--- src/rtl/axi_decerr_pkg.sv ---
package axi_decerr_pkg;

  typedef enum logic [1:0] {
    RESP_OKAY   = 2'b00,
    RESP_EXOKAY = 2'b01,
    RESP_SLVERR = 2'b10,
    RESP_DECERR = 2'b11
  } resp_e;

  typedef enum logic [1:0] {
    WR_IDLE = 2'b00,
    WR_DATA = 2'b01,
    WR_RESP = 2'b10
  } wr_state_e;

  typedef enum logic {
    RD_IDLE = 1'b0,
    RD_BEAT = 1'b1
  } rd_state_e;

  // Beat indices count from zero; the burst ends at index == length field.
  function automatic logic is_final_beat(input int unsigned idx,
                                         input int unsigned len_field);
    return idx == len_field;
  endfunction

  function automatic int unsigned beats_in_burst(input int unsigned len_field);
    return len_field + 1;
  endfunction

endpackage

--- src/rtl/decerr_wr_path.sv ---
module decerr_wr_path
  import axi_decerr_pkg::*;
#(
  parameter int ID_W = 4
) (
  input  logic            clk,
  input  logic            rst_n,
  input  logic            awvalid,
  output logic            awready,
  input  logic [ID_W-1:0] awid,
  input  logic            wvalid,
  output logic            wready,
  input  logic            wlast,
  output logic            bvalid,
  input  logic            bready,
  output logic [ID_W-1:0] bid,
  output logic            aw_fire,
  output logic            w_fire_last,
  output logic            b_fire
);

  wr_state_e       state_q;
  logic [ID_W-1:0] id_q;

  assign awready     = (state_q == WR_IDLE);
  assign wready      = (state_q == WR_DATA);
  assign bvalid      = (state_q == WR_RESP);
  assign bid         = id_q;
  assign aw_fire     = awvalid && awready;
  assign w_fire_last = wvalid && wready && wlast;
  assign b_fire      = bvalid && bready;

  always_ff @(posedge clk) begin
    if (!rst_n) begin
      state_q <= WR_IDLE;
      id_q    <= '0;
    end else begin
      unique case (state_q)
        WR_IDLE: if (aw_fire) begin
          state_q <= WR_DATA;
          id_q    <= awid;
        end
        WR_DATA: if (w_fire_last) state_q <= WR_RESP;
        WR_RESP: if (b_fire) state_q <= WR_IDLE;
        default: state_q <= WR_IDLE;
      endcase
    end
  end

endmodule

--- src/rtl/decerr_rd_path.sv ---
module decerr_rd_path
  import axi_decerr_pkg::*;
#(
  parameter int ID_W   = 4,
  parameter int LEN_W  = 8,
  parameter int DATA_W = 32
) (
  input  logic              clk,
  input  logic              rst_n,
  input  logic              arvalid,
  output logic              arready,
  input  logic [ID_W-1:0]   arid,
  input  logic [LEN_W-1:0]  arlen,
  output logic              rvalid,
  input  logic              rready,
  output logic [ID_W-1:0]   rid,
  output logic [DATA_W-1:0] rdata,
  output logic              rlast,
  output logic              ar_fire,
  output logic              r_fire,
  output logic              r_fire_last
);

  rd_state_e        state_q;
  logic [ID_W-1:0]  id_q;
  logic [LEN_W-1:0] len_q;
  logic [LEN_W-1:0] idx_q;

  assign arready     = (state_q == RD_IDLE);
  assign rvalid      = (state_q == RD_BEAT);
  assign rid         = id_q;
  assign rdata       = '0;
  assign rlast       = rvalid && is_final_beat(32'(idx_q), 32'(len_q));
  assign ar_fire     = arvalid && arready;
  assign r_fire      = rvalid && rready;
  assign r_fire_last = r_fire && rlast;

  always_ff @(posedge clk) begin
    if (!rst_n) begin
      state_q <= RD_IDLE;
      id_q    <= '0;
      len_q   <= '0;
      idx_q   <= '0;
    end else begin
      unique case (state_q)
        RD_IDLE: if (ar_fire) begin
          state_q <= RD_BEAT;
          id_q    <= arid;
          len_q   <= arlen;
          idx_q   <= '0;
        end
        RD_BEAT: if (r_fire_last) begin
          state_q <= RD_IDLE;
        end else if (r_fire) begin
          idx_q <= idx_q + 1'b1;
        end
        default: state_q <= RD_IDLE;
      endcase
    end
  end

endmodule

--- src/rtl/axi_decerr_sub.sv ---
module axi_decerr_sub
  import axi_decerr_pkg::*;
#(
  parameter int ID_W   = 4,
  parameter int LEN_W  = 8,
  parameter int DATA_W = 32
) (
  input  logic              clk,
  input  logic              rst_n,
  input  logic              s_awvalid,
  output logic              s_awready,
  input  logic [ID_W-1:0]   s_awid,
  input  logic              s_wvalid,
  output logic              s_wready,
  input  logic              s_wlast,
  output logic              s_bvalid,
  input  logic              s_bready,
  output logic [ID_W-1:0]   s_bid,
  output logic [1:0]        s_bresp,
  input  logic              s_arvalid,
  output logic              s_arready,
  input  logic [ID_W-1:0]   s_arid,
  input  logic [LEN_W-1:0]  s_arlen,
  output logic              s_rvalid,
  input  logic              s_rready,
  output logic [ID_W-1:0]   s_rid,
  output logic [DATA_W-1:0] s_rdata,
  output logic [1:0]        s_rresp,
  output logic              s_rlast
);

  // Named handshake events, used by the bound checker.
  logic aw_fire, w_fire_last, b_fire;
  logic ar_fire, r_fire, r_fire_last;

  decerr_wr_path #(.ID_W(ID_W)) u_wr (
    .clk         (clk),
    .rst_n       (rst_n),
    .awvalid     (s_awvalid),
    .awready     (s_awready),
    .awid        (s_awid),
    .wvalid      (s_wvalid),
    .wready      (s_wready),
    .wlast       (s_wlast),
    .bvalid      (s_bvalid),
    .bready      (s_bready),
    .bid         (s_bid),
    .aw_fire     (aw_fire),
    .w_fire_last (w_fire_last),
    .b_fire      (b_fire)
  );

  decerr_rd_path #(.ID_W(ID_W), .LEN_W(LEN_W), .DATA_W(DATA_W)) u_rd (
    .clk         (clk),
    .rst_n       (rst_n),
    .arvalid     (s_arvalid),
    .arready     (s_arready),
    .arid        (s_arid),
    .arlen       (s_arlen),
    .rvalid      (s_rvalid),
    .rready      (s_rready),
    .rid         (s_rid),
    .rdata       (s_rdata),
    .rlast       (s_rlast),
    .ar_fire     (ar_fire),
    .r_fire      (r_fire),
    .r_fire_last (r_fire_last)
  );

  assign s_bresp = RESP_DECERR;
  assign s_rresp = RESP_DECERR;

endmodule

--- config.mk ---
export PLATFORM = sky130hd
export DESIGN_NAME = axi_decerr_sub
export DESIGN_NICKNAME = d
export VERILOG_FILES = /design/src/rtl/axi_decerr_pkg.sv /design/src/rtl/decerr_wr_path.sv /design/src/rtl/decerr_rd_path.sv /design/src/rtl/axi_decerr_sub.sv
export SDC_FILE = /design/constraint.sdc
export NUM_CORES = 1
export LEC_CHECK = 0
export ABC_AREA = 1
export BUFFER_PORTS_ARGS = -buffer_cell sky130_fd_sc_hd__buf_2
export CORE_MARGIN = 2
export CORE_UTILIZATION = 25
export DETAILED_ROUTE_END_ITERATION = 8
export PLACE_DENSITY = 0.53
export SYNTH_ARGS = -nofsm -noshare
export SYNTH_HDL_FRONTEND = slang
export SYNTH_SLANG_ARGS = --single-unit
--- constraint.sdc ---
create_clock -name clk -period 2.35 [get_ports clk]
set_input_delay 0 -clock clk [delete_from_list [all_inputs] [get_ports clk]]
set_output_delay 0 -clock clk [all_outputs]
set_load 0.1 [all_outputs]
-- Word level (Yosys, flattened, before mapping)
Index checks and enable logic that the tools add are counted.
- memories kept: 0
- latch bits: 0
- ROM bits: 0
- word-level logic and storage cells: 41
- bits in writable memories: 0
- output and inout bits: 50
- register bits after elaboration: 27
- equal/unequal tests: 9
- shift-type cells: 0
- multiply operators: 0
- add/subtract/negate cells: 1
- magnitude comparators: 0
- bitwise operators: 1
- reduce and logical (&&, ||, !) cells: 13
- divide/modulo/power cells: 0
- multiplexer cells: 11
- operators by type and width (cell ; count):
    two-way mux 8 bit ; 3
    one-hot mux 8 bit (2 select lines) ; 1
    inequality test 2 bit (second input constant) ; 5
    adder 8 x 1 -> 8 bit (second input constant) ; 1
    == test 8 bit ; 1
    logical AND 1 bit ; 8
    two-way mux 2 bit ; 3
    one-hot mux 2 bit (3 select lines) ; 1
    AND reduction 3 bit ; 2
    AND reduction 2 bit ; 2
    == test 2 x 1 -> 1 bit (second input constant) ; 1
    == test 2 bit (second input constant) ; 1
    zero test 2 bit ; 1
    two-way mux 1 bit ; 2
    inequality test 2 x 1 -> 1 bit (second input constant) ; 1
    one-hot mux 1 bit (2 select lines) ; 1
    inverter 1 bit ; 1

-- Depth between registers and ports, before layout
Gate-level depths: netlist (run 1).
- word-level depth: 5
- mapped depth: 11

-- Hierarchy
A second synthesis (run 1) with hierarchy kept.
- cell total of the unflattened synthesis: 235
- area total of the unflattened synthesis: 1612.8 um^2
- by module, submodules not included (module ; cells each ; area each (um^2) ; times used):
    decerr_rd_path ; 185 ; 1277.5 ; 1
    decerr_wr_path ; 45 ; 301.5 ; 1
    axi_decerr_sub ; 5 ; 33.8 ; 1

-- Worst setup path after synthesis (run 1)
Ideal clock, no wire load.
- path kind: register to output
- start: reg u_rd.state_q (netlist: u_rd.rvalid)
- end: out s_rlast
- arrival time: 2694 ps
- slack: -344 ps
- cell stages (with the launch flop): 7
- buffers on the path: 0
- cell sequence: dfxtp_1 > inv_2 > a21oi_2 > nand2_1 > nor2_2 > nand3_2 > inv_1
- word-level cells in the longest chain between the ends: 1
- ends and longest elaborated chain (what ; RTL line ; RTL):
    from (decl) ; decerr_rd_path.sv:24 ; rd_state_e state_q;
    from (signal assigned) ; decerr_rd_path.sv:40 ; state_q <= RD_IDLE;
    from (signal assigned) ; decerr_rd_path.sv:47 ; state_q <= RD_BEAT;
    from (signal assigned) ; decerr_rd_path.sv:53 ; state_q <= RD_IDLE;
    logical AND 1 bit ; decerr_rd_path.sv:33 ; assign rlast = rvalid && is_final_beat(32'(idx_q), 32'(len_q));
    to (decl) ; axi_decerr_sub.sv:29 ; output logic s_rlast
Every way passes these cells.

-- Worst setup path in the final report (run 1)
- start: reg u_rd.idx_q[3]
- end: out s_rlast
- word-level cells in the longest chain between the ends: 2
- ends and longest elaborated chain (what ; RTL line ; RTL):
    from (decl) ; decerr_rd_path.sv:27 ; logic [LEN_W-1:0] idx_q;
    from (signal assigned) ; decerr_rd_path.sv:55 ; idx_q <= idx_q + 1'b1;
    == test 8 bit ; axi_decerr_pkg.sv:24 ; return idx == len_field;
    logical AND 1 bit ; decerr_rd_path.sv:33 ;
Every way passes these cells.

==> metrics.yaml, run 1 <==
n_fill_cell: 706
drive_gt1_share_pct: 17.54
rr_worst_depth: 7
diodes: 0
setup_ws_ps: 589.3
hold_violations: 0
cts_resized: 0
clk_latency_ps: 270
cp-startpoint: "u_rd.idx_q[3]"
avgSynthCellArea_um2: 6.734
grt_overflow: 0
irDropWorstVdd_mv: 0.2746
synth_compound_area_share_pct: 11.24
routed-via-count: 1447
slew_viol_final: 0
dpl.hpwl_um: 2672
ys_seq_area_share_pct: 33.72
post-route-period-util_pct: 74.92
hp-start: "s_arlen[1]"
path_cells: "inv_1 -> nand2_1 -> nand2_1 -> inv_1 -> nand2_1 -> nor2_1 -> nand3_2 -> inv_1 -> buf_2"
worstHoldPathType: "primary input to flip-flop"
worstPathArrival_ps: 1760
area_growth_pct: 17.80
cts_tree: "yes"
core_area_mm2: 0.006277
antenna_found_initial: 0
ys_ff_latch: 27
path_max_fanout: 5
synthMuxAreaShare_pct: 0
skew_ps: 1.015
grt_pass1_wl_um: 5871
io_pins: 74
reg2reg_from: "u_rd.rvalid"
hold_path_depth: 3
die-area_mm2: 0.007068
drt_first_pass_iters: 4
synth_cell_types: 23
synth_top_area_share_pct: 33.72
ant_nets: 0
cts_setup_buffers: 0
startpoint_type: "flip-flop"
setup_tns_ps: 0
dieWidth_um: 84.07
fin_area_mm2: 0.001888
place_area_mm2: 0.001733
wire_per_inst_um: 9.558
drt_iter0_drc: 59
clkTransAtPathRegs_ps: 90
initial_core_util_pct: 25.53
routed_wl_um: 3460
synth_area_leaders: "dfxtp_1 (34%), buf_4 (17%), nor2_1 (9.6%), nand2_1 (8.9%), inv_1 (6.3%)"
grtUsageTotal_pct: 10.20
cts_max_path_buffers: 2
setup_viol: 0
place_ws_ps: 806.3
yosys_warnings: 0
cp-end-kind: "output port"
rsz0062_at_grt: "no"
die_h_um: 84.07
worstPathRequired_ps: 2350
final_nets: 311
grt_pass1_vias: 1302
synth-adder-area-share_pct: 0.7806
synth_top_family_by_area: "simple AND/OR/NAND/NOR gates"
period_needed_ps: 1761
num_rows: 29
cts.sinks: 27
synthSimpleGateAreaFrac_pct: 27.09
p_leak_nw: 0.9525
synth_xor_area_share_pct: 2.186
p_per_area_mw_per_mm2: 722.6
drc: 0
h-tree-depth: 1
synth_area_leader_cell: "dfxtp_1"
portBuffers: 37
syn-cell-area_mm2: 0.001603
holdBufCountCts: 11
numCtsBuffers: 3
outcome: "complete, no violations"
max_stage_delay_ps: 430
crit_slowest_cell: "dfxtp_1"
cts_root_buffer: "clkbuf_8"
vias_per_cell: 3.997
max_freq_mhz: 568.0
place_congestion: 0.8500
grt_max_degree: 22
crit_type: "flip-flop to output port"
syn_inst: 238
maxCapViolations: 0
==> sequential cells by signal, indices dropped and copies added, names as in the netlist <==
register and cells:
u_rd.idx_q 8, u_rd.rvalid 1, u_rd.rid 4, u_wr.state_q 2, u_wr.bid 4, u_rd.len_q 8
==> report_power, final <==
part           internal, mW  switching, mW  leakage (nW)
Clock                 0.122          0.145        0.0228
Combinational        0.0839          0.501         0.707
Sequential            0.490         0.0225         0.223
==> synthesized netlist by cell type <==
| cell type | number |
|---|---|
| nand2_1 | 38 |
| nand3_2 | 2 |
| xor2_1 | 4 |
| buf_4 | 36 |
| o21ai_0 | 17 |
| a21oi_1 | 14 |
| inv_1 | 27 |
| conb_1 | 2 |
| clkbuf_1 | 1 |
| nor2_1 | 41 |
| dfxtp_1 | 27 |
| o21bai_1 | 1 |
| nand4_1 | 1 |
| buf_1 | 1 |
| buf_2 | 2 |
| a21oi_2 | 2 |
| ha_1 | 1 |
| nand2_2 | 1 |
| nor2_2 | 1 |
| nor3b_1 | 1 |
| nand2_4 | 1 |
| nand3_1 | 16 |
| inv_2 | 1 |
==> cell families after synthesis <==
group / count (synthesis)
other: 2
adders and majority gates: 1
DFF: 27
buffers and inverters: 68
xor gates and xnor gates: 4
AOI/OAI and AO/OA: 34
and+or+nand+nor: 102
==> cell usage in the layout (no fill, tap or decap), types with 2 or more instances in the layout <==
cell,Yosys,final
conb_1,2,36
inv_1,27,27
a21oi_2,2,2
a21oi_1,14,14
buf_2,2,37
o21ai_0,17,17
xor2_1,4,4
nand3_1,16,16
clkbuf_8,0,3
nor2_1,41,41
dfxtp_1,27,26
nand3_2,2,2
dlygate4sd3_1,0,11
nand2_1,38,38
==> final timing paths <==
path,to,slack [ps]
max,s_rlast,590
max reg2reg,u_rd.idx_q[2],800
min,u_rd.len_q[1],10
min reg2reg,u_rd.len_q[5],470
==> through the flow <==
stage / instances / hold WS, ps / total power, mW / util (%)
floorplan: 272 / 134.9 / 1.074 / -
detailed placement: 347 / 228.8 / 1.096 / 27.61
finish: 362 / 12.93 / 1.364 / 30.08
global placement: 347 / 225.1 / 1.094 / 27.61
CTS: 362 / 6.281 / 1.380 / 30.08
global route: 362 / 18.79 / 1.438 / 30.08
==> final cells by class <==
cell class              count  area (µm²)  share of cell area (%)
multi-input cells         177       797.0                   42.21
inverters                  28       105.1                   5.567
well taps                  77       96.34                   5.103
clock buffers               4       45.04                   2.386
flip-flops and latches     27       541.8                   28.69
repair buffers             49       302.8                   16.04
==> per-layer routing <==
metal / vias up / track usage (%) / wire [µm]
met4: 0 / 4.839 / 95
met3: 9 / 1.088 / 109
li1: 766 / - / -
met2: 43 / 17.82 / 1651
met1: 629 / 12.39 / 1603
met5: - / 0 / 0
==> critical path: cells and delay by family (launching register included) <==
family | cells | cell delay [ps]
buffers and inverters | 4 | 640
DFF | 1 | 430
and+or+nand+nor | 5 | 410
Power figures use the tool's default switching activity.
==> run 2: changes to the inputs <==
- clock period: 2.35 -> 1.7 ns (I/O delays scaled with it)
==> run 2 against run 1 <==
Critical path depth down 2. Final area up 2.8%. Setup slack worse by 420 ps. Hold slack worse by 10 ps. Via count up 1.2%. Largest cell class unchanged. Highest routed layer unchanged.
==> metrics.yaml, run 2 (synthesis gave the netlist of run 1 again) <==
outcome: "complete, no violations"
max_stage_delay_ps: 450
crit_type: "flip-flop to output port"
drc: 0
place_area_mm2: 0.001760
startpoint_type: "flip-flop"
routed_wl_um: 3456
die-area_mm2: 0.007068
hold_violations: 0
grt_overflow: 0
setup_viol: 0
worstHoldPathType: "primary input to flip-flop"
dieWidth_um: 84.07
worstPathArrival_ps: 1530
fin_area_mm2: 0.001942
drive_gt1_share_pct: 19.16
dpl.hpwl_um: 2684
path_max_fanout: 6
cts_setup_buffers: 0
utilization_pct: 30.93
crit_slowest_cell: "dfxtp_1"
vias_per_cell: 4.022
p_per_area_mw_per_mm2: 993.9
cp_top_family: "flip-flops"
antenna_found_initial: 0
grt_max_degree: 22
p_leak_nw: 0.9708
rsz0062_at_grt: "no"
final_cell_mix: "nand2_1 (38), nor2_1 (38), conb_1 (36), buf_2 (36), inv_1 (27)"
worstPathRequired_ps: 1700
io_pins: 74
slew_viol_final: 0
final_nets: 313
clkTransAtPathRegs_ps: 110
grtUsageTotal_pct: 9.667
skew_ps: 5.026
critical_path_buf_inv_count: 3
cts_tree: "yes"
diodes: 0
die_h_um: 84.07
path_cells: "inv_1 -> nand2_1 -> nand2_1 -> nor2_2 -> nand3_2 -> inv_1 -> buf_12"
initial_core_util_pct: 25.53
cp-end-kind: "output port"
place_inst: 347
numCtsBuffers: 3
cts.sinks: 27
core_area_mm2: 0.006277
grt_pass1_vias: 1297
n_fill_cell: 692
wire_per_inst_um: 9.495
irDropWorstVdd_mv: 0.4106
area_growth_pct: 21.16
ant_nets: 0
max_freq_mhz: 651.5
num_rows: 29
routed-via-count: 1464
drt_iter0_drc: 45
maxCapViolations: 0
portBuffers: 37
period_needed_ps: 1535
place_congestion: 0.8486
largest_registers: "u_rd.idx_q: 8 flops, u_rd.len_q: 8 flops"
grt_pass1_wl_um: 5644
final_cells: 364
cts_root_buffer: "clkbuf_8"
post-route-period-util_pct: 90.29
clk_latency_ps: 280
cts_max_path_buffers: 2
drt_first_pass_iters: 4
h-tree-depth: 1
==> run 2: changes by cell type in the layout (fill, tap and decap cells not counted), sizes merged <==
| cell | delta |
|---|---|
| inv | +1 |
| dlygate4sd3 | +2 |
| clkbuf | -1 |
==> run 2: worst reg2reg max path: stages (launching register included) <==
cell     delay, ps
dfxtp_4        390
nor2_1         310
inv_1          230
buf_4          240
o21ai_0        170
a21oi_1         60
==> run 2: per-stage QoR <==
step / hold WS [ps] / setup TNS [ps] / total power [mW] / setup WS (ps)
after floorplan: 134.9 / -471.5 / 1.487 / -118.4
final: 2.488 / 0 / 1.930 / 165.0
after global placement: 230.5 / 0 / 1.522 / 232.4
after global routing: 20.36 / 0 / 2.019 / 19.59
after CTS: 3.192 / 0 / 1.946 / 90.60
after detailed placement: 228.2 / 0 / 1.521 / 202.9
==> run 2: routing by layer <==
layer,global-route usage (%),share of wire (%),up-vias
met5,0,0,-
met4,1.906,0.29,0
met3,2.572,6.5,2
met2,16.31,47,54
met1,12.40,47,637
li1,-,-,771
==> run 2: report_power, final <==
group	switching [mW]	internal [mW]	total, mW
clock network	0.231	0.173	0.404
logic	0.692	0.124	0.815
registers	0.0333	0.678	0.711
==> run 2: cell type report <==
| class | count | area [µm²] | area share [%] |
|---|---|---|---|
| Timing Repair Buffer | 51 | 337.8 | 17.40 |
| Multi-Input combinational cell | 177 | 804.5 | 41.43 |
| Tap cell | 77 | 96.34 | 4.961 |
| Clock inverter | 1 | 8.758 | 0.4510 |
| Clock buffer | 3 | 41.29 | 2.126 |
| Inverter | 28 | 107.6 | 5.541 |
| Sequential cell | 27 | 545.5 | 28.09 |
==> run 2: worst paths after layout <==
check,from,to,slack [ps],cells after the start
max,u_rd.idx_q[5],s_rlast,170,7
min,s_arlen[7],u_rd.len_q[7],2,3
max reg2reg,u_rd.rvalid,u_rd.len_q[5],210,5
min reg2reg,u_rd.len_q[3],u_rd.len_q[3],480,2
==> run 2: timing repair <==
action,CTS,global route
gates resized for setup,0,1
hold buffers,13,0
endpoints found under the hold margin,12,0
endpoints found under the setup margin,0,1
